File: config.mk
export PLATFORM = sky130hd
export DESIGN_NAME = sdram_cmd_seq
export DESIGN_NICKNAME = d
export VERILOG_FILES = /design/src/rtl/sdseq_pkg.sv /design/src/rtl/sdseq_cfg.sv /design/src/rtl/sdseq_wait_cnt.sv /design/src/rtl/sdram_cmd_seq.sv
export SDC_FILE = /design/constraint.sdc
export NUM_CORES = 1
export LEC_CHECK = 0
export BUFFER_PORTS_ARGS = -buffer_cell sky130_fd_sc_hd__buf_2
export CAP_MARGIN = 20
export CORE_MARGIN = 5
export CORE_UTILIZATION = 40
export CTS_CLUSTER_DIAMETER = 60
export DETAILED_ROUTE_END_ITERATION = 6
export PLACE_DENSITY_LB_ADDON = 0.1
export SKIP_CTS_REPAIR_TIMING = 1
export SLEW_MARGIN = 0
export SYNTH_ARGS = -nofsm -noshare
export SYNTH_HDL_FRONTEND = slang
export SYNTH_HIERARCHICAL = 1
export SYNTH_SLANG_ARGS = --single-unit
File: constraint.sdc
create_clock -name clk -period 3.56 [get_ports clk]
set_input_delay 0.712 -clock clk [delete_from_list [all_inputs] [get_ports clk]]
set_output_delay 0.712 -clock clk [all_outputs]
set_load 0.05 [all_outputs]
File: src/rtl/sdseq_pkg.sv
package sdseq_pkg;

  localparam int WAIT_CNT_W = 4;  // holds up to 4 * 3 refresh waits

  typedef enum logic [3:0] {
    CMD_DESEL = 4'b1111,
    CMD_NOP   = 4'b0111,
    CMD_ACT   = 4'b0011,
    CMD_RD    = 4'b0101,
    CMD_WR    = 4'b0100,
    CMD_PRE   = 4'b0010,
    CMD_REF   = 4'b0001
  } sd_cmd_e;

  typedef enum logic [3:0] {
    ST_IDLE, ST_ACT, ST_TRCD, ST_COL, ST_DATA,
    ST_PRE, ST_TRP, ST_PALL, ST_TPALL, ST_REF, ST_TRFC
  } seq_st_e;

  // bank-cycle code to wait count; reserved 00 behaves as 1
  function automatic logic [1:0] bank_wait(input logic [1:0] code);
    return (code == 2'b00) ? 2'd1 : code;
  endfunction

  // latency code to cycles; anything but 010 falls back to 3
  function automatic logic [1:0] cas_lat(input logic [2:0] code);
    return (code == 3'b010) ? 2'd2 : 2'd3;
  endfunction

  // refresh recovery is four times the decoded bank-cycle wait
  function automatic logic [WAIT_CNT_W-1:0] refresh_wait(input logic [1:0] w);
    return {w, 2'b00};
  endfunction

endpackage

File: src/rtl/sdseq_cfg.sv
module sdseq_cfg
  import sdseq_pkg::*;
#(
  parameter int RSEL_W = 2,
  parameter int NREG   = 1 << RSEL_W
) (
  input  logic [2*NREG-1:0] cfg_bcw,
  input  logic [3*NREG-1:0] cfg_lat,
  input  logic [RSEL_W-1:0] sel,
  output logic [1:0]        sel_wait,
  output logic [1:0]        sel_lat,
  output logic [1:0]        max_wait
);

  logic [1:0] w_dec [NREG];
  logic [1:0] l_dec [NREG];

  for (genvar g = 0; g < NREG; g++) begin : g_reg
    assign w_dec[g] = bank_wait(cfg_bcw[2*g +: 2]);
    assign l_dec[g] = cas_lat(cfg_lat[3*g +: 3]);
  end

  assign sel_wait = w_dec[sel];
  assign sel_lat  = l_dec[sel];

  always_comb begin
    max_wait = w_dec[0];
    for (int i = 1; i < NREG; i++) begin
      if (w_dec[i] > max_wait) max_wait = w_dec[i];
    end
  end

endmodule

File: src/rtl/sdseq_wait_cnt.sv
module sdseq_wait_cnt #(
  parameter int CNT_W = 4
) (
  input  logic             clk,
  input  logic             rst_n,
  input  logic             load,
  input  logic [CNT_W-1:0] load_val,
  output logic             last
);

  logic [CNT_W-1:0] cnt;

  always_ff @(posedge clk or negedge rst_n) begin
    if (!rst_n)            cnt <= '0;
    else if (load)         cnt <= load_val;
    else if (cnt != '0)    cnt <= cnt - 1'b1;
  end

  assign last = (cnt == CNT_W'(1));

endmodule

File: src/rtl/sdram_cmd_seq.sv
module sdram_cmd_seq
  import sdseq_pkg::*;
#(
  parameter int ROW_W  = 12,
  parameter int COL_W  = 8,
  parameter int BA_W   = 2,
  parameter int RSEL_W = 2,
  parameter int DQ_W   = 16,
  parameter int AP_BIT = 10
) (
  input  logic                              clk,
  input  logic                              rst_n,
  input  logic                              req_valid,
  input  logic                              req_write,
  input  logic [RSEL_W+BA_W+ROW_W+COL_W-1:0] req_addr,
  input  logic [DQ_W-1:0]                   req_wdata,
  output logic                              req_ready,
  input  logic                              ref_req,
  input  logic                              ext_wait,
  input  logic [2*(1<<RSEL_W)-1:0]          cfg_bcw,
  input  logic [3*(1<<RSEL_W)-1:0]          cfg_lat,
  output logic                              sd_cs_n,
  output logic                              sd_ras_n,
  output logic                              sd_cas_n,
  output logic                              sd_we_n,
  output logic [BA_W-1:0]                   sd_ba,
  output logic [ROW_W-1:0]                  sd_a,
  output logic [DQ_W-1:0]                   sd_dq_out,
  output logic                              sd_dq_oe,
  input  logic [DQ_W-1:0]                   sd_dq_in,
  output logic [DQ_W-1:0]                   rd_data,
  output logic                              rd_valid
);

  localparam int NREG    = 1 << RSEL_W;
  localparam int ROW_LSB = COL_W;
  localparam int BA_LSB  = COL_W + ROW_W;
  localparam int RS_LSB  = COL_W + ROW_W + BA_W;

  seq_st_e state, state_nx;
  sd_cmd_e cmd;

  logic              q_write;
  logic [BA_W-1:0]   q_bank;
  logic [ROW_W-1:0]  q_row;
  logic [COL_W-1:0]  q_col;
  logic [DQ_W-1:0]   q_wdata;
  logic [1:0]        q_wait, q_lat, q_rwait;
  logic              ref_pend;

  logic [1:0] sel_wait, sel_lat, max_wait;
  logic                  cnt_load, cnt_last;
  logic [WAIT_CNT_W-1:0] cnt_val;

  // named internal events, observed by the bound checker
  logic accept, start_ref, in_wait;

  sdseq_cfg #(.RSEL_W(RSEL_W), .NREG(NREG)) u_cfg (
    .cfg_bcw  (cfg_bcw),
    .cfg_lat  (cfg_lat),
    .sel      (req_addr[RS_LSB +: RSEL_W]),
    .sel_wait (sel_wait),
    .sel_lat  (sel_lat),
    .max_wait (max_wait)
  );

  sdseq_wait_cnt #(.CNT_W(WAIT_CNT_W)) u_cnt (
    .clk      (clk),
    .rst_n    (rst_n),
    .load     (cnt_load),
    .load_val (cnt_val),
    .last     (cnt_last)
  );

  assign start_ref = (state == ST_IDLE) && (ref_pend || ref_req);
  assign req_ready = (state == ST_IDLE) && !ref_pend && !ref_req;
  assign accept    = req_valid && req_ready;
  assign in_wait   = state inside {ST_TRCD, ST_DATA, ST_TRP, ST_TPALL, ST_TRFC};

  always_ff @(posedge clk or negedge rst_n) begin
    if (!rst_n) begin
      state    <= ST_IDLE;
      ref_pend <= 1'b0;
      q_write  <= 1'b0;
      q_bank   <= '0;
      q_row    <= '0;
      q_col    <= '0;
      q_wdata  <= '0;
      q_wait   <= 2'd1;
      q_lat    <= 2'd3;
      q_rwait  <= 2'd1;
    end else begin
      state <= state_nx;
      if (start_ref)    ref_pend <= 1'b0;
      else if (ref_req) ref_pend <= 1'b1;
      if (accept) begin
        q_write <= req_write;
        q_bank  <= req_addr[BA_LSB +: BA_W];
        q_row   <= req_addr[ROW_LSB +: ROW_W];
        q_col   <= req_addr[COL_W-1:0];
        q_wdata <= req_wdata;
        q_wait  <= sel_wait;
        q_lat   <= sel_lat;
      end
      if (start_ref) q_rwait <= max_wait;
    end
  end

  always_comb begin
    state_nx = state;
    unique case (state)
      ST_IDLE:  if (start_ref) state_nx = ST_PALL;
                else if (accept) state_nx = ST_ACT;
      ST_ACT:   state_nx = ST_TRCD;
      ST_TRCD:  if (cnt_last) state_nx = ST_COL;
      ST_COL:   state_nx = ST_DATA;
      ST_DATA:  if (cnt_last) state_nx = ST_PRE;
      ST_PRE:   state_nx = ST_TRP;
      ST_TRP:   if (cnt_last) state_nx = ST_IDLE;
      ST_PALL:  state_nx = ST_TPALL;
      ST_TPALL: if (cnt_last) state_nx = ST_REF;
      ST_REF:   state_nx = ST_TRFC;
      ST_TRFC:  if (cnt_last) state_nx = ST_IDLE;
      default:  state_nx = ST_IDLE;
    endcase
  end

  // each command state loads the length of the wait that follows it
  always_comb begin
    cnt_load = 1'b1;
    cnt_val  = '0;
    case (state)
      ST_ACT:  cnt_val = WAIT_CNT_W'(q_wait);
      ST_COL:  cnt_val = q_write ? WAIT_CNT_W'(1) : WAIT_CNT_W'(q_lat);
      ST_PRE:  cnt_val = WAIT_CNT_W'(q_wait);
      ST_PALL: cnt_val = WAIT_CNT_W'(q_rwait);
      ST_REF:  cnt_val = refresh_wait(q_rwait);
      default: cnt_load = 1'b0;
    endcase
  end

  always_comb begin
    cmd   = CMD_NOP;
    sd_ba = '0;
    sd_a  = '0;
    case (state)
      ST_IDLE: cmd = CMD_DESEL;
      ST_ACT: begin
        cmd   = CMD_ACT;
        sd_ba = q_bank;
        sd_a  = q_row;
      end
      ST_COL: begin
        cmd   = q_write ? CMD_WR : CMD_RD;
        sd_ba = q_bank;
        sd_a  = ROW_W'(q_col);
      end
      ST_PRE: begin
        cmd   = CMD_PRE;
        sd_ba = q_bank;
      end
      ST_PALL: begin
        cmd          = CMD_PRE;
        sd_a[AP_BIT] = 1'b1;
      end
      ST_REF:  cmd = CMD_REF;
      default: cmd = CMD_NOP;
    endcase
  end

  assign {sd_cs_n, sd_ras_n, sd_cas_n, sd_we_n} = cmd;

  assign sd_dq_oe  = (state == ST_COL) && q_write;
  assign sd_dq_out = sd_dq_oe ? q_wdata : '0;
  assign rd_valid  = (state == ST_DATA) && cnt_last && !q_write;
  assign rd_data   = sd_dq_in;

endmodule

# Word-level counts from Yosys, hierarchy flattened
# Cells that the tools add are included.
# totals
reg_bits,54
output_inout_bits,53
elab_cells,100
# op_classes
magnitude_cmp,4
n_reduce_logical,25
mux,38
n_eq_ne,20
add_sub_neg,1
n_bitwise,1
# op_table
cell,n
4-bit case mux with 10 select lines,1
4-bit 2-to-1 mux,8
2-bit 2-to-1 mux,13
10-bit case mux with 2 select lines,1
4-bit case mux with 5 select lines,1
"4-bit by 3-bit == test with 1-bit output, second input constant",4
16-bit 2-to-1 mux,1
4-bit case mux with 4 select lines,1
"3-bit by 2-bit == test with 1-bit output, second input constant",4
"4-bit == test, second input constant",3
1-bit 2-to-1 mux,9
2-bit binary-select mux with 2-bit select,2
"4-bit by 1-bit == test with 1-bit output, second input constant",2
"4-bit by 2-bit == test with 1-bit output, second input constant",2
2-bit logical NOT,4
1-bit logical AND,7
2-bit greater-than comparator,3
"2-bit inequality test, second input constant",3
2-bit OR reduction,3
5-bit AND reduction,1
5-bit OR reduction,1
4-bit logical NOT,1
2-bit nonzero test,2
4-bit nonzero test,1
9 further kinds,11

# Depth between registers and ports, before layout
# Gate-level depths: netlist (run 1).
# depth
ltp_word,8
ltp_mapped,17
depth_no_buf,17

# Modules after synthesis
# The synthesis (run 1) kept the hierarchy.
# by_module_without_submodules
mod,instances,area_per_inst_um2,seq_area_each_um2,cells_per_inst
sdram_cmd_seq,1,2698.8,1256.2,213
sdseq_cfg,1,407.9,0.0,53
sdseq_wait_cnt,1,265.3,100.1,24

# Least setup slack after synthesis (run 1)
# No wires, ideal clock.
# synth_path
path_kind,in2reg
start,input cfg_bcw[3]
end,register q_rwait[0]
n_path_buf,1
t_required_ns,3.478
slack_ns,0.129
setup_ns,0.082
t_arrival_ns,3.349
path_stages,16
path_cell_list,clkbuf_1 ha_1 nor2b_4 o21ai_2 mux2i_1 inv_1 ha_1 nand2b_1 o21a_1 mux2i_1 ha_1 nor2b_1 o221ai_1 o32a_1 o31ai_2 mux2_2
# synth_via
elab_chain_cells,8
# synth_lines
element,line,text
start: declaration,sdram_cmd_seq.sv:20,"input logic [2*(1<<RSEL_W)-1:0] cfg_bcw,"
2-bit logical NOT,sdseq_pkg.sv:22,return (code == 2'b00) ? 2'd1 : code;
2-bit 2-to-1 mux (*),sdseq_pkg.sv:22,
2-bit greater-than comparator,sdseq_cfg.sv:29,if (w_dec[i] > max_wait) max_wait = w_dec[i];
2-bit 2-to-1 mux (*),sdseq_cfg.sv:29,
2-bit greater-than comparator,sdseq_cfg.sv:29,
2-bit 2-to-1 mux (*),sdseq_cfg.sv:29,
2-bit greater-than comparator,sdseq_cfg.sv:29,
2-bit 2-to-1 mux (*),sdseq_cfg.sv:29,
via max_wait[0],sdram_cmd_seq.sv:51,"logic [1:0] sel_wait, sel_lat, max_wait;"
end signal: assignment,sdram_cmd_seq.sv:105,if (start_ref) q_rwait <= max_wait;
end: declaration,sdram_cmd_seq.sv:48,"logic [1:0] q_wait, q_lat, q_rwait;"
# Mark *: on every way through the listed nets, which the timed path passes. The rest lies on a longest branch.
# A chain may end at the register's enable or synchronous reset.

# Worst setup path in the final report (run 1)
# layout_path
start,input cfg_bcw[1]
end,register q_rwait[0]
# Same word-level chain as after synthesis.

==> tab_implementation.tex, run 1 <==
\begin{tabular}{lr}
\hline
Metric & Value \\
\hline
\multicolumn{2}{l}{\textbf{Status}} \\
Outcome & completed \\
\multicolumn{2}{l}{\textbf{Worst setup path}} \\
Endpoint class of the critical path & flop \\
CP max-delay cell & sky130\_fd\_sc\_hd\_\_ha\_1 \\
Peak per-stage delay on the critical path & 280 ps \\
Maximum fanout count along the critical path & 3 \\
Most common cell on crit path & sky130\_fd\_sc\_hd\_\_ha\_1 \\
Path type of the worst setup path & in2reg \\
Data arrival time at the worst-slack endpoint & 3510 ps \\
Sequence of cells on the critical path & buf\_2, inv\_1, ha\_1, nor2b\_4, o21ai\_2, mux2i\_1, inv\_1, ha\_1, nand2b\_1, o21a\_1, mux2i\_1, ha\_1, nor2b\_1, o221ai\_1, o32a\_1, o31ai\_2, mux2\_2 \\
Crit path required time & 3800 ps \\
Startpoint type of the worst setup path & primary input \\
\multicolumn{2}{l}{\textbf{Timing}} \\
Setup\_tns & 0 ps \\
Clock Skews & 13.4 ps \\
Setup repair after global routing missed its margin & no \\
Final-report setup violation count & 0 \\
Worst hold slack after final layout & 349 ps \\
Hold violation count in the final report & 0 \\
Actual transition at the worst max-transition pin & 624 ps \\
Worst slew margin & 58.4\% \\
Period Utilization, post-route & 91.8\% \\
Slew Limit Fails & 0 \\
Achievable clock frequency & 0.306 GHz \\
Final critical path time including I/O delays and setup & 3270 ps \\
Setup ws final & 291 ps \\
\multicolumn{2}{l}{\textbf{Route}} \\
Via count & 2356 \\
Vias per std cell & 4.96 \\
First-pass DRT Iterations & 4 \\
Number of nets still failing antenna checks after routing & 0 \\
Iter 0 DRT Violations & 56 \\
Post-DR wirelength/cell & 16.1 um \\
Drc violations & 0 \\
Total wire length after detailed routing & 7640 um \\
\multicolumn{2}{l}{\textbf{Final layout}} \\
Area used by sequential logic in the layout & 1360 um\^{}2 \\
Area used by multi-input combinational logic & 1750 um\^{}2 \\
Fillcell total & 775 \\
Area delta synth->final & 18.1\% \\
Final Net Count & 463 \\
Number of diodes & 0 \\
Final instance count without filler cells & 475 \\
Fraction of layout cells with a size suffix above 1 & 49.5\% \\
\multicolumn{2}{l}{\textbf{Floorplan}} \\
Initial core utilization & 41.0\% \\
Count of boundary I/O pins & 135 \\
Die Span X & 102 um \\
Height of the die & 102 um \\
Cell Rows & 33 \\
Total core area & 8220 um\^{}2 \\
Die area & 10400 um\^{}2 \\
\multicolumn{2}{l}{\textbf{Global routing}} \\
Total overflow reported by the global router & 0 \\
Initial antenna violation count & 0 \\
Largest net degree at the start of global routing & 29 \\
Global-route usage over all layers & 14.6\% \\
Wire length of the first global-routing pass & 12000 um \\
Vias in the first global route & 2413 \\
\multicolumn{2}{l}{\textbf{Place}} \\
Final estimated routing congestion in global placement & 0.808 \\
Number of buffer cells added on primary ports & 101 \\
Post-Place Setup Slack & -19.8 ps \\
Post-Place Cells & 467 \\
Hpwl dp & 5620 um \\
\multicolumn{2}{l}{\textbf{Pwr}} \\
Worst ir drop on vdd & 0.141 mV \\
PD cells & 291 nW/um\^{}2 \\
Leakage power & 2.23 nW \\
Total Power & 0.00116 W \\
\multicolumn{2}{l}{\textbf{CTS}} \\
Clock Root Buffer & sky130\_fd\_sc\_hd\_\_clkbuf\_8 \\
Clock buffer count from CTS & 5 \\
Number of sinks handled by clock tree synthesis & 54 \\
Reg clk slew, reported paths & 110 ps \\
CTS tree & built \\
Deepest level of the CTS H-tree & 2 \\
Clk Latency, worst-skew pair & 320 ps \\
Max Root-Sink Buffers & 2 \\
\multicolumn{2}{l}{\textbf{Synthesis}} \\
Number of synthesized register bits & 54 \\
Number of enable flip-flop cells after synthesis & 0 \\
Number of instances in the synthesized netlist & 290 \\
Main synth FF type & sky130\_fd\_sc\_hd\_\_dfrtp\_1 \\
Yosys warning total & 6 \\
Average size of a mapped cell & 11.6 um\^{}2 \\
Share of flip-flops with an asynchronous set or reset after synthesis & 100\% \\
Syn nets & 384 \\
Synth Cell Area & 3370 um\^{}2 \\
Library cells used by synthesis & 51 \\
Portion of the post-synthesis area used by sequential elements & 40.2\% \\
\multicolumn{2}{l}{\textbf{Hold path}} \\
Worst hold path class & in2async \\
\multicolumn{2}{l}{\textbf{Run}} \\
Count of max-cap constraint violations & 0 \\
\hline
\end{tabular}
[worst paths after layout]
path | start | to | slack, ps | depth (start not counted)
min in group clk | q_wdata[11] | q_wdata[11] | 520 | 1
worst max register to register | state[3] | q_row[0] | 1110 | 5
worst min-delay path | rst_n | q_row[1] | 350 | 1
worst min register to register | q_wdata[11] | q_wdata[11] | 520 | 1
worst max-delay path | cfg_bcw[1] | q_rwait[0] | 290 | 17
max in group asynchronous | rst_n | q_wait[0] | 2480 | 2
[cells by family after synthesis]
logic type      count (synthesis)  share of synthesized area, %
mux                            53                          22.3
fa+ha+maj                      12                          4.45
other cells                     1                         0.111
xor+xnor                        3                         0.779
compound gates                 37                          8.31
flops                          54                          40.2
simple gates                   81                          15.4
buf+inv                        49                          8.42
[critical path: cells and delay by family]
kind,cells,cell delay [ps]
adders and majority gates,3,790
buffers and inverters,3,240
AOI/OAI and AO/OA,5,710
muxes,3,700
and+or+nand+nor,3,370
[state kept, by name (all words and copies together), names as in the netlist]
register and flops:
q_row 12, u_cnt/cnt 4, q_write 1, q_col 8, q_bank 2, q_wait 2, q_rwait 2, q_lat 2
state 4, ref_pend 1, q_wdata 16
[cells in the final DEF, fill, tap and decap left out, types with 9 or more instances in the layout]
| master | synthesis | routed |
|---|---|---|
| sky130_fd_sc_hd__nor2_1 | 9 | 9 |
| sky130_fd_sc_hd__nand2_1 | 11 | 11 |
| sky130_fd_sc_hd__ha_1 | 12 | 12 |
| sky130_fd_sc_hd__mux2_4 | 40 | 40 |
| sky130_fd_sc_hd__and3_1 | 20 | 20 |
| sky130_fd_sc_hd__inv_1 | 10 | 10 |
| sky130_fd_sc_hd__dfrtp_1 | 50 | 50 |
| sky130_fd_sc_hd__buf_2 | 2 | 101 |
[synth_stat cells, types with 4 or more instances]
cell	instances	area, um^2
sky130_fd_sc_hd__and3_1	20	125
sky130_fd_sc_hd__mux2_4	40	601
sky130_fd_sc_hd__dfstp_2	4	105
sky130_fd_sc_hd__nand2_1	11	41.3
sky130_fd_sc_hd__nor2_1	9	33.8
sky130_fd_sc_hd__nand2b_1	5	31.3
sky130_fd_sc_hd__inv_1	10	37.5
sky130_fd_sc_hd__buf_4	18	135
sky130_fd_sc_hd__nor3_1	5	25.0
sky130_fd_sc_hd__mux2i_1	4	40.0
sky130_fd_sc_hd__mux2_2	8	90.1
sky130_fd_sc_hd__o21ai_0	7	35.0
sky130_fd_sc_hd__buf_6	4	45.0
sky130_fd_sc_hd__nor2b_1	4	25.0
sky130_fd_sc_hd__dfrtp_1	50	1250
sky130_fd_sc_hd__nor3b_1	5	37.5
sky130_fd_sc_hd__ha_1	12	150
sky130_fd_sc_hd__a21oi_1	5	25.0
sky130_fd_sc_hd__a22o_1	8	70.1
sky130_fd_sc_hd__clkbuf_1	14	52.6
sky130_fd_sc_hd__and2_1	5	31.3
[final cells by class]
cell class | count | area share, %
Clock inverter | 3 | 1.19
Tap cell | 105 | 3.30
Multi-Input combinational cell | 187 | 44.0
Sequential cell | 54 | 34.0
Clock buffer | 5 | 1.73
Timing Repair Buffer | 110 | 14.7
Inverter | 11 | 1.04
[power by group]
group / total, W / leakage (nW) / switching, W / internal [W]
Clock: 0.000430 / 0.0587 / 0.000216 / 0.000214
Sequential: 0.000619 / 0.728 / 0.00000178 / 0.000617
Combinational: 0.000109 / 1.44 / 0.0000512 / 0.0000578
Total: 0.00116 / 2.23 / 0.000269 / 0.000888
[per-layer routing]
layer | track usage (%) | wire (um) | vias to the layer above
met5 | 0 | 0 | -
met4 | 4.34 | 55 | 0
met3 | 3.69 | 468 | 9
met2 | 21.9 | 3490 | 69
met1 | 20.8 | 3620 | 1114
li1 | - | - | 1164
[per-stage QoR]
step                      instance area [um^2]  util (%)
after floorplan                           3370         -
after global placement                    3870      47.1
after detailed placement                  3870      47.1
after CTS                                 3980      48.5
after global routing                      3980      48.5
final                                     3980      48.5
Note: power is estimated with default switching activity, not from simulation.
==> inputs of run 2 (changes only) <==
ABC_AREA = 1   (was default)
==> run 2 against run 1 <==
Effect of this change:
- via count up 30%
- sequential cell count unchanged
- routed wire length up 10%
- synthesized area decreased by 0.48%
- clock power hardly changed
- first-iteration DRC count increased by 140%
- combinational power grew to 12 times the previous value
- non-clock buffer count fell by 5
- critical path type is now reg2out
==> tab_implementation.tex, run 2 <==
\begin{tabular}{lr}
\hline
Metric & Value \\
\hline
\multicolumn{2}{l}{\textbf{Synthesis}} \\
Number of enable flip-flop cells after synthesis & 0 (unchanged) \\
Main synth FF type & sky130\_fd\_sc\_hd\_\_dfrtp\_1 \\
Top cells by instance count after synthesis & sky130\_fd\_sc\_hd\_\_nand2\_1, sky130\_fd\_sc\_hd\_\_nand3\_1, sky130\_fd\_sc\_hd\_\_inv\_1, sky130\_fd\_sc\_hd\_\_dfrtp\_1, sky130\_fd\_sc\_hd\_\_nor2\_1 \\
Yosys warning total & 6 (unchanged) \\
Library cells used by synthesis & 35 (-31\%) \\
Area share of the largest cell type after synthesis & 37.3\% (+0.18 points) \\
Number of synthesized register bits & 54 (unchanged) \\
Most common cell in the synthesized netlist & sky130\_fd\_sc\_hd\_\_nand2\_1 \\
Number of instances in the synthesized netlist & 468 (+61\%) \\
Synth top area cells & sky130\_fd\_sc\_hd\_\_dfrtp\_1, sky130\_fd\_sc\_hd\_\_nand2\_1, sky130\_fd\_sc\_hd\_\_nand3\_1, sky130\_fd\_sc\_hd\_\_inv\_1, sky130\_fd\_sc\_hd\_\_buf\_4 \\
Syn nets & 562 (+46\%) \\
Average size of a mapped cell & 7.17 um\^{}2 (-38\%) \\
Synth Cell Area & 3360 um\^{}2 (-0.48\%) \\
Share of flip-flops with an asynchronous set or reset after synthesis & 100\% (unchanged) \\
Top cell type by total area after synthesis & sky130\_fd\_sc\_hd\_\_dfrtp\_1 \\
Portion of the post-synthesis area used by sequential elements & 40.4\% (+0.19 points) \\
\multicolumn{2}{l}{\textbf{Place}} \\
Final estimated routing congestion in global placement & 0.883 (+9.2\%) \\
Placed cell areas & 3790 um\^{}2 (-1.9\%) \\
Number of buffer cells added on primary ports & 101 (unchanged) \\
Post-Place Cells & 640 (+37\%) \\
Hpwl dp & 6180 um (+10\%) \\
Post-Place Setup Slack & 397 ps (+417 ps) \\
\multicolumn{2}{l}{\textbf{Timing}} \\
Setup ws final & 703 ps (+412 ps) \\
Final-report setup violation count & 0 (unchanged) \\
Clock Skews & 11.0 ps (-2.39 ps) \\
Slew Limit Fails & 0 (unchanged) \\
Actual transition at the worst max-transition pin & 938 ps (+314 ps) \\
Hold violation count in the final report & 0 (unchanged) \\
Final critical path time including I/O delays and setup & 2860 ps (-412 ps) \\
Achievable clock frequency & 0.350 GHz (+14\%) \\
Period Utilization, post-route & 80.3\% (-12 points) \\
Worst slew margin & 37.5\% (-21 points) \\
Setup\_tns & 0 ps (unchanged) \\
Setup repair after global routing missed its margin & no \\
\multicolumn{2}{l}{\textbf{Worst setup path}} \\
Reg-to-reg critical path startpoint & state[3] \\
Maximum fanout count along the critical path & 17 (+14) \\
CP max-delay cell & sky130\_fd\_sc\_hd\_\_dfrtp\_1 \\
Sequence of cells on the critical path & nor2\_8, nand2\_1, inv\_1, nor2\_1, nor2\_1, buf\_2 \\
Crit path required time & 2850 ps (-950 ps) \\
Path type of the worst setup path & reg2out \\
Worst Reg-to-Reg Cells & 7 (+2) \\
Worst r2r dst & q\_wait[1] \\
Endpoint class of the critical path & primary output \\
Peak per-stage delay on the critical path & 520 ps (+240 ps) \\
Data arrival time at the worst-slack endpoint & 2150 ps (-1360 ps) \\
Register-to-register setup slack & 1270 ps (+160 ps) \\
Most common cell on crit path & sky130\_fd\_sc\_hd\_\_nor2\_1 \\
Startpoint type of the worst setup path & flop \\
\multicolumn{2}{l}{\textbf{Floorplan}} \\
Count of boundary I/O pins & 135 (unchanged) \\
Cell Rows & 33 (unchanged) \\
Height of the die & 102 um (-0.22\%) \\
Total core area & 8180 um\^{}2 (-0.50\%) \\
Die area & 10300 um\^{}2 (-0.43\%) \\
Die Span X & 102 um (-0.22\%) \\
Initial core utilization & 41.0\% (about the same) \\
\multicolumn{2}{l}{\textbf{Final layout}} \\
Final Net Count & 636 (+37\%) \\
Fraction of layout cells with a size suffix above 1 & 24.9\% (-25 points) \\
Most common cell after layout, fill and taps aside & sky130\_fd\_sc\_hd\_\_nand2\_1 \\
Top register by number of flip-flops & q\_wdata \\
Top flop regs & q\_wdata x16, q\_row x12, q\_col x8 \\
Commonest cells after routing, fill and taps aside & sky130\_fd\_sc\_hd\_\_nand2\_1, sky130\_fd\_sc\_hd\_\_buf\_2, sky130\_fd\_sc\_hd\_\_nand3\_1 \\
Number of diodes & 0 (unchanged) \\
Final instance count without filler cells & 648 (+36\%) \\
Fillcell total & 853 (+10\%) \\
Number of flip-flops under the largest register name & 16 (unchanged) \\
Final Instance Area & 3910 um\^{}2 (-1.8\%) \\
Area delta synth->final & 16.6\% \\
\multicolumn{2}{l}{\textbf{Global routing}} \\
Global routing usage on met3 & 2.96\% (-0.72 points) \\
Wire length of the first global-routing pass & 14200 um (+18\%) \\
Largest net degree at the start of global routing & 44 (+52\%) \\
Initial antenna violation count & 0 (unchanged) \\
Met1 capacity usage during global routing & 22.4\% (+1.6 points) \\
Vias in the first global route & 3091 (+28\%) \\
Total overflow reported by the global router & 0 (unchanged) \\
Global-route usage over all layers & 16.8\% (+2.2 points) \\
Most used routing layer & met2 \\
Met2 GRT Util & 28.2\% (+6.2 points) \\
\multicolumn{2}{l}{\textbf{Route}} \\
Post-DR wirelength/cell & 13.0 um (-19\%) \\
First-pass DRT Iterations & 4 (unchanged) \\
Drc violations & 0 (unchanged) \\
Vias per std cell & 4.72 (-4.8\%) \\
Via count & 3059 (+30\%) \\
Number of nets still failing antenna checks after routing & 0 (unchanged) \\
Total wire length after detailed routing & 8410 um (+10\%) \\
Iter 0 DRT Violations & 135 (+140\%) \\
\multicolumn{2}{l}{\textbf{CTS}} \\
CTS tree & built \\
Deepest level of the CTS H-tree & 2 (unchanged) \\
Max Root-Sink Buffers & 2 (unchanged) \\
Clk Latency, worst-skew pair & 310 ps (about the same) \\
Clock buffer count from CTS & 5 (unchanged) \\
Clock Root Buffer & sky130\_fd\_sc\_hd\_\_clkbuf\_8 \\
Number of sinks handled by clock tree synthesis & 54 (unchanged) \\
Reg clk slew, reported paths & 100 ps (about the same) \\
\multicolumn{2}{l}{\textbf{Status}} \\
Outcome & completed \\
\multicolumn{2}{l}{\textbf{Pwr}} \\
Leakage power & 2.30 nW (+3.4\%) \\
PD cells & 742 nW/um\^{}2 (+160\%) \\
Worst ir drop on vdd & 0.253 mV (+79\%) \\
\multicolumn{2}{l}{\textbf{Hold path}} \\
Cell depth of the worst min-delay path & 2 \\
WHS Endpoint & q\_lat[0] \\
Hold wc startpoint & q\_lat[0] \\
Worst hold path class & reg2reg \\
\multicolumn{2}{l}{\textbf{Run}} \\
Count of max-cap constraint violations & 0 (unchanged) \\
\hline
\end{tabular}
==> run 2: how the worst max path moves through the flow <==
| stage | start | to | cells past startpoint |
|---|---|---|---|
| 2_1_floorplan | cfg_bcw[1] | q_rwait[0] | 19 |
| 3_3_place_gp | cfg_bcw[1] | q_rwait[0] | 20 |
| 3_5_place_dp | cfg_bcw[1] | q_rwait[0] | 20 |
| 4_1_cts | state[3] | sd_ba[1] | 6 |
| 5_1_grt | cfg_bcw[1] | q_rwait[0] | 19 |
| 6_report | state[3] | sd_ba[1] | 6 |
==> run 2: cells by family (layout without fill, tap and decap cells) <==
group,after synthesis,in the layout,share of synthesized area [%]
compound gates,26,26,4.77
buf+inv,97,172,13.4
flops,54,54,40.4
fa+ha+maj,12,12,4.47
other cells,1,1,0.112
simple gates,278,278,36.8
==> run 2: layout make-up <==
cell class                 count  area, um^2  area share [%]
sequential                    54        1360            34.7
timing repair buffer         105         536            13.7
multi-input combinational    317        1550            39.6
clock inverter                 3        48.8            1.25
tap                          105         131            3.36
inverter                      59         221            5.66
clock buffer                   5        68.8            1.76
==> run 2: through the flow <==
step | utilization, % | hold WS (ps) | total power (W)
after floorplan | - | 416 | 0.00221
after global placement | 46.4 | 453 | 0.00247
after detailed placement | 46.4 | 459 | 0.00250
after CTS | 47.8 | 477 | 0.00294
after global routing | 47.8 | 500 | 0.00316
final | 47.8 | 473 | 0.00290
==> run 2: routing by layer <==
metal	part of all wire [%]	routed length [um]
met5	0	0
met4	0.69	58
met3	6.6	552
met2	47	3980
met1	45	3820
==> run 2: worst max-delay path: cells and delay by family, from the launching register on <==
family | cells | cell delay, ps
DFF | 1 | 520
buffers and inverters | 2 | 630
and+or+nand+nor | 4 | 690
==> run 2: report_power, final <==
part	internal [W]	switching, W
combinational	0.000412	0.000952
sequential	0.000919	0.000187
clock	0.000215	0.000217
==> inputs of run 3 (changes only) <==
clock period = 2.95 ns   (was 3.56 ns; I/O delays follow)
==> run 3 against run 2 <==
Effect of this change:
- core utilization about the same
- first-iteration DRC count decreased by 28%
- combinational power increased by 22%
- sequential power increased by 20%
- critical path depth unchanged
- worst hold slack got worse by 210 ps
==> tab_implementation.tex, run 3 (synthesized netlist as in run 2, its figures left out) <==
\begin{tabular}{lr}
\hline
Metric & Value \\
\hline
\multicolumn{2}{l}{\textbf{Worst setup path}} \\
Reg-to-reg critical path startpoint & state[3] \\
Register-to-register setup slack & 940 ps (-330 ps) \\
Path type of the worst setup path & reg2out \\
Endpoint of the most critical setup path & sd\_ba[1] \\
Worst Reg-to-Reg Cells & 9 (+2) \\
Endpoint class of the critical path & primary output \\
Maximum fanout count along the critical path & 17 (unchanged) \\
Sequence of cells on the critical path & nor2\_8, nand2\_1, inv\_1, nor2\_1, nor2\_1, buf\_2 \\
Peak per-stage delay on the critical path & 500 ps (-20 ps) \\
CP top delay family & simple AND/OR/NAND/NOR gates \\
Critical path depth in cells & 6 (unchanged) \\
Worst r2r dst & u\_cnt/cnt[0] \\
Crit path required time & 2360 ps (-490 ps) \\
CP max-delay cell & sky130\_fd\_sc\_hd\_\_dfrtp\_1 \\
Buffer and inverter count on the worst path & 2 (unchanged) \\
Startpoint type of the worst setup path & flop \\
Data arrival time at the worst-slack endpoint & 2130 ps (-20 ps) \\
Most common cell on crit path & sky130\_fd\_sc\_hd\_\_nor2\_1 \\
First element of the critical path & state[3] \\
\multicolumn{2}{l}{\textbf{Final layout}} \\
Number of diodes & 0 (unchanged) \\
Top register by number of flip-flops & q\_wdata \\
Area delta synth->final & 16.4\% (about the same) \\
Final instance count without filler cells & 651 (+0.46\%) \\
Fraction of the core area covered by cells at the end of the flow & 47.8\% (about the same) \\
Commonest cells after routing, fill and taps aside & sky130\_fd\_sc\_hd\_\_nand2\_1, sky130\_fd\_sc\_hd\_\_buf\_2, sky130\_fd\_sc\_hd\_\_nand3\_1 \\
Final Net Count & 640 (+0.63\%) \\
Fillcell total & 866 (+1.5\%) \\
Most common cell after layout, fill and taps aside & sky130\_fd\_sc\_hd\_\_nand2\_1 \\
Fraction of layout cells with a size suffix above 1 & 25.3\% (+0.41 points) \\
Top flop regs & q\_wdata x16, q\_row x12, q\_col x8 \\
Number of flip-flops under the largest register name & 16 (unchanged) \\
\multicolumn{2}{l}{\textbf{Route}} \\
Vias per std cell & 4.72 (about the same) \\
Post-DR wirelength/cell & 12.8 um (-1.3\%) \\
First-pass DRT Iterations & 4 (unchanged) \\
Via count & 3071 (+0.39\%) \\
Number of nets still failing antenna checks after routing & 0 (unchanged) \\
Iter 0 DRT Violations & 97 (-28\%) \\
Total wire length after detailed routing & 8340 um (-0.82\%) \\
Drc violations & 0 (unchanged) \\
\multicolumn{2}{l}{\textbf{Global routing}} \\
Global-route usage over all layers & 16.7\% (-0.091 points) \\
Total overflow reported by the global router & 0 (unchanged) \\
Initial antenna violation count & 0 (unchanged) \\
Wire length of the first global-routing pass & 13900 um (-2.0\%) \\
Vias in the first global route & 3044 (-1.5\%) \\
Largest net degree at the start of global routing & 44 (unchanged) \\
\multicolumn{2}{l}{\textbf{Place}} \\
Final estimated routing congestion in global placement & 0.881 (-0.22\%) \\
Number of buffer cells added on primary ports & 101 (unchanged) \\
Post-Place Cells & 644 (+0.63\%) \\
Hpwl dp & 6290 um (+1.9\%) \\
\multicolumn{2}{l}{\textbf{CTS}} \\
Reg clk slew, reported paths & 90 ps (about the same) \\
Clock Root Buffer & sky130\_fd\_sc\_hd\_\_clkbuf\_8 \\
Max Root-Sink Buffers & 2 (unchanged) \\
Clk Latency, worst-skew pair & 310 ps (about the same) \\
Clock buffer count from CTS & 5 (unchanged) \\
Number of sinks handled by clock tree synthesis & 54 (unchanged) \\
CTS tree & built \\
Deepest level of the CTS H-tree & 2 (unchanged) \\
\multicolumn{2}{l}{\textbf{Timing}} \\
Slew Limit Fails & 0 (unchanged) \\
Achievable clock frequency & 0.367 GHz \\
Final critical path time including I/O delays and setup & 2720 ps \\
Setup\_tns & 0 ps (unchanged) \\
Period Utilization, post-route & 92.3\% \\
Worst slew margin & 62.9\% (+25 points) \\
Clock Skews & 6.28 ps (-4.73 ps) \\
Actual transition at the worst max-transition pin & 556 ps (-381 ps) \\
Worst hold slack after final layout & 260 ps (-214 ps) \\
Setup repair after global routing missed its margin & no \\
Hold violation count in the final report & 0 (unchanged) \\
Final-report setup violation count & 0 (unchanged) \\
\multicolumn{2}{l}{\textbf{Pwr}} \\
Total Power & 0.00339 W (+17\%) \\
PD cells & 868 nW/um\^{}2 (+17\%) \\
Leakage power & 2.30 nW (about the same) \\
Worst ir drop on vdd & 0.304 mV (+20\%) \\
\multicolumn{2}{l}{\textbf{Floorplan}} \\
Initial core utilization & 41.0\% (unchanged) \\
Die Span X & 102 um (unchanged) \\
Cell Rows & 33 (unchanged) \\
Total core area & 8180 um\^{}2 (unchanged) \\
Height of the die & 102 um (unchanged) \\
Die area & 10300 um\^{}2 (unchanged) \\
Count of boundary I/O pins & 135 (unchanged) \\
\multicolumn{2}{l}{\textbf{Hold path}} \\
Worst hold path class & in2async \\
\multicolumn{2}{l}{\textbf{Run}} \\
Count of max-cap constraint violations & 0 (unchanged) \\
\multicolumn{2}{l}{\textbf{Status}} \\
Outcome & completed \\
\hline
\end{tabular}
-- run 3: cell count changes in the layout (fill, tap and decap cells not counted) --
| cell | previous run | this run |
|---|---|---|
| sky130_fd_sc_hd__clkinvlp_4 | 1 | 2 |
| sky130_fd_sc_hd__bufinv_16 | 1 | 0 |
| sky130_fd_sc_hd__buf_4 | 4 | 8 |
| sky130_fd_sc_hd__inv_8 | 1 | 0 |
-- run 3: metrics by stage --
stage	setup WS [ps]	instance area (um^2)
after CTS	207	3910
after detailed placement	-29.0	3820
after global routing	8.12	3910
final	226	3910
after floorplan	160	3360
after global placement	35.4	3820
-- run 3: worst reg2reg max path, stage by stage, from the launching register on --
cell and delay (ps):
sky130_fd_sc_hd__dfrtp_1 500, sky130_fd_sc_hd__nor2_8 270, sky130_fd_sc_hd__nand2_1 190, sky130_fd_sc_hd__inv_1 370
sky130_fd_sc_hd__o21ai_0 170, sky130_fd_sc_hd__o211ai_1 120, sky130_fd_sc_hd__nand2_1 70, sky130_fd_sc_hd__o21ai_0 90
sky130_fd_sc_hd__nand2_1 70, sky130_fd_sc_hd__o21ai_1 80
-- run 3: worst min-delay path by stage --
stage / from / end / slack (ps) / cells after the start
floorplan: rst_n / q_bank[0] / 290 / 0
global placement: q_col[5] / q_col[5] / 450 / 2
global route: rst_n / u_cnt/cnt[2] / 290 / 1
CTS: rst_n / u_cnt/cnt[3] / 260 / 1
detailed placement: q_row[6] / q_row[6] / 460 / 2
finish: rst_n / u_cnt/cnt[3] / 260 / 1
-- run 3: cell type report --
class	instances	area (um^2)	area share, %
Sequential cell	54	1360	34.7
Timing Repair Buffer	109	566	14.5
Tap cell	105	131	3.36
Inverter	59	221	5.67
Clock inverter	2	15.0	0.384
Multi-Input combinational cell	317	1550	39.6
Clock buffer	5	68.8	1.76
-- run 3: layer usage --
layer | global-route usage (%) | routed length, um | vias to the layer above
li1 | - | - | 1585
met1 | 22.1 | 3810 | 1394
met2 | 27.4 | 3910 | 87
met3 | 4.48 | 574 | 5
met4 | 3.78 | 41 | 0
met5 | 0 | 0 | -
-- run 3: power breakdown --
| group | total, W | internal, W | switching, W |
|---|---|---|---|
| clock network | 0.000402 | 0.000163 | 0.000239 |
| logic | 0.00166 | 0.000503 | 0.00115 |
| registers | 0.00133 | 0.00111 | 0.000225 |
| total | 0.00339 | 0.00178 | 0.00162 |
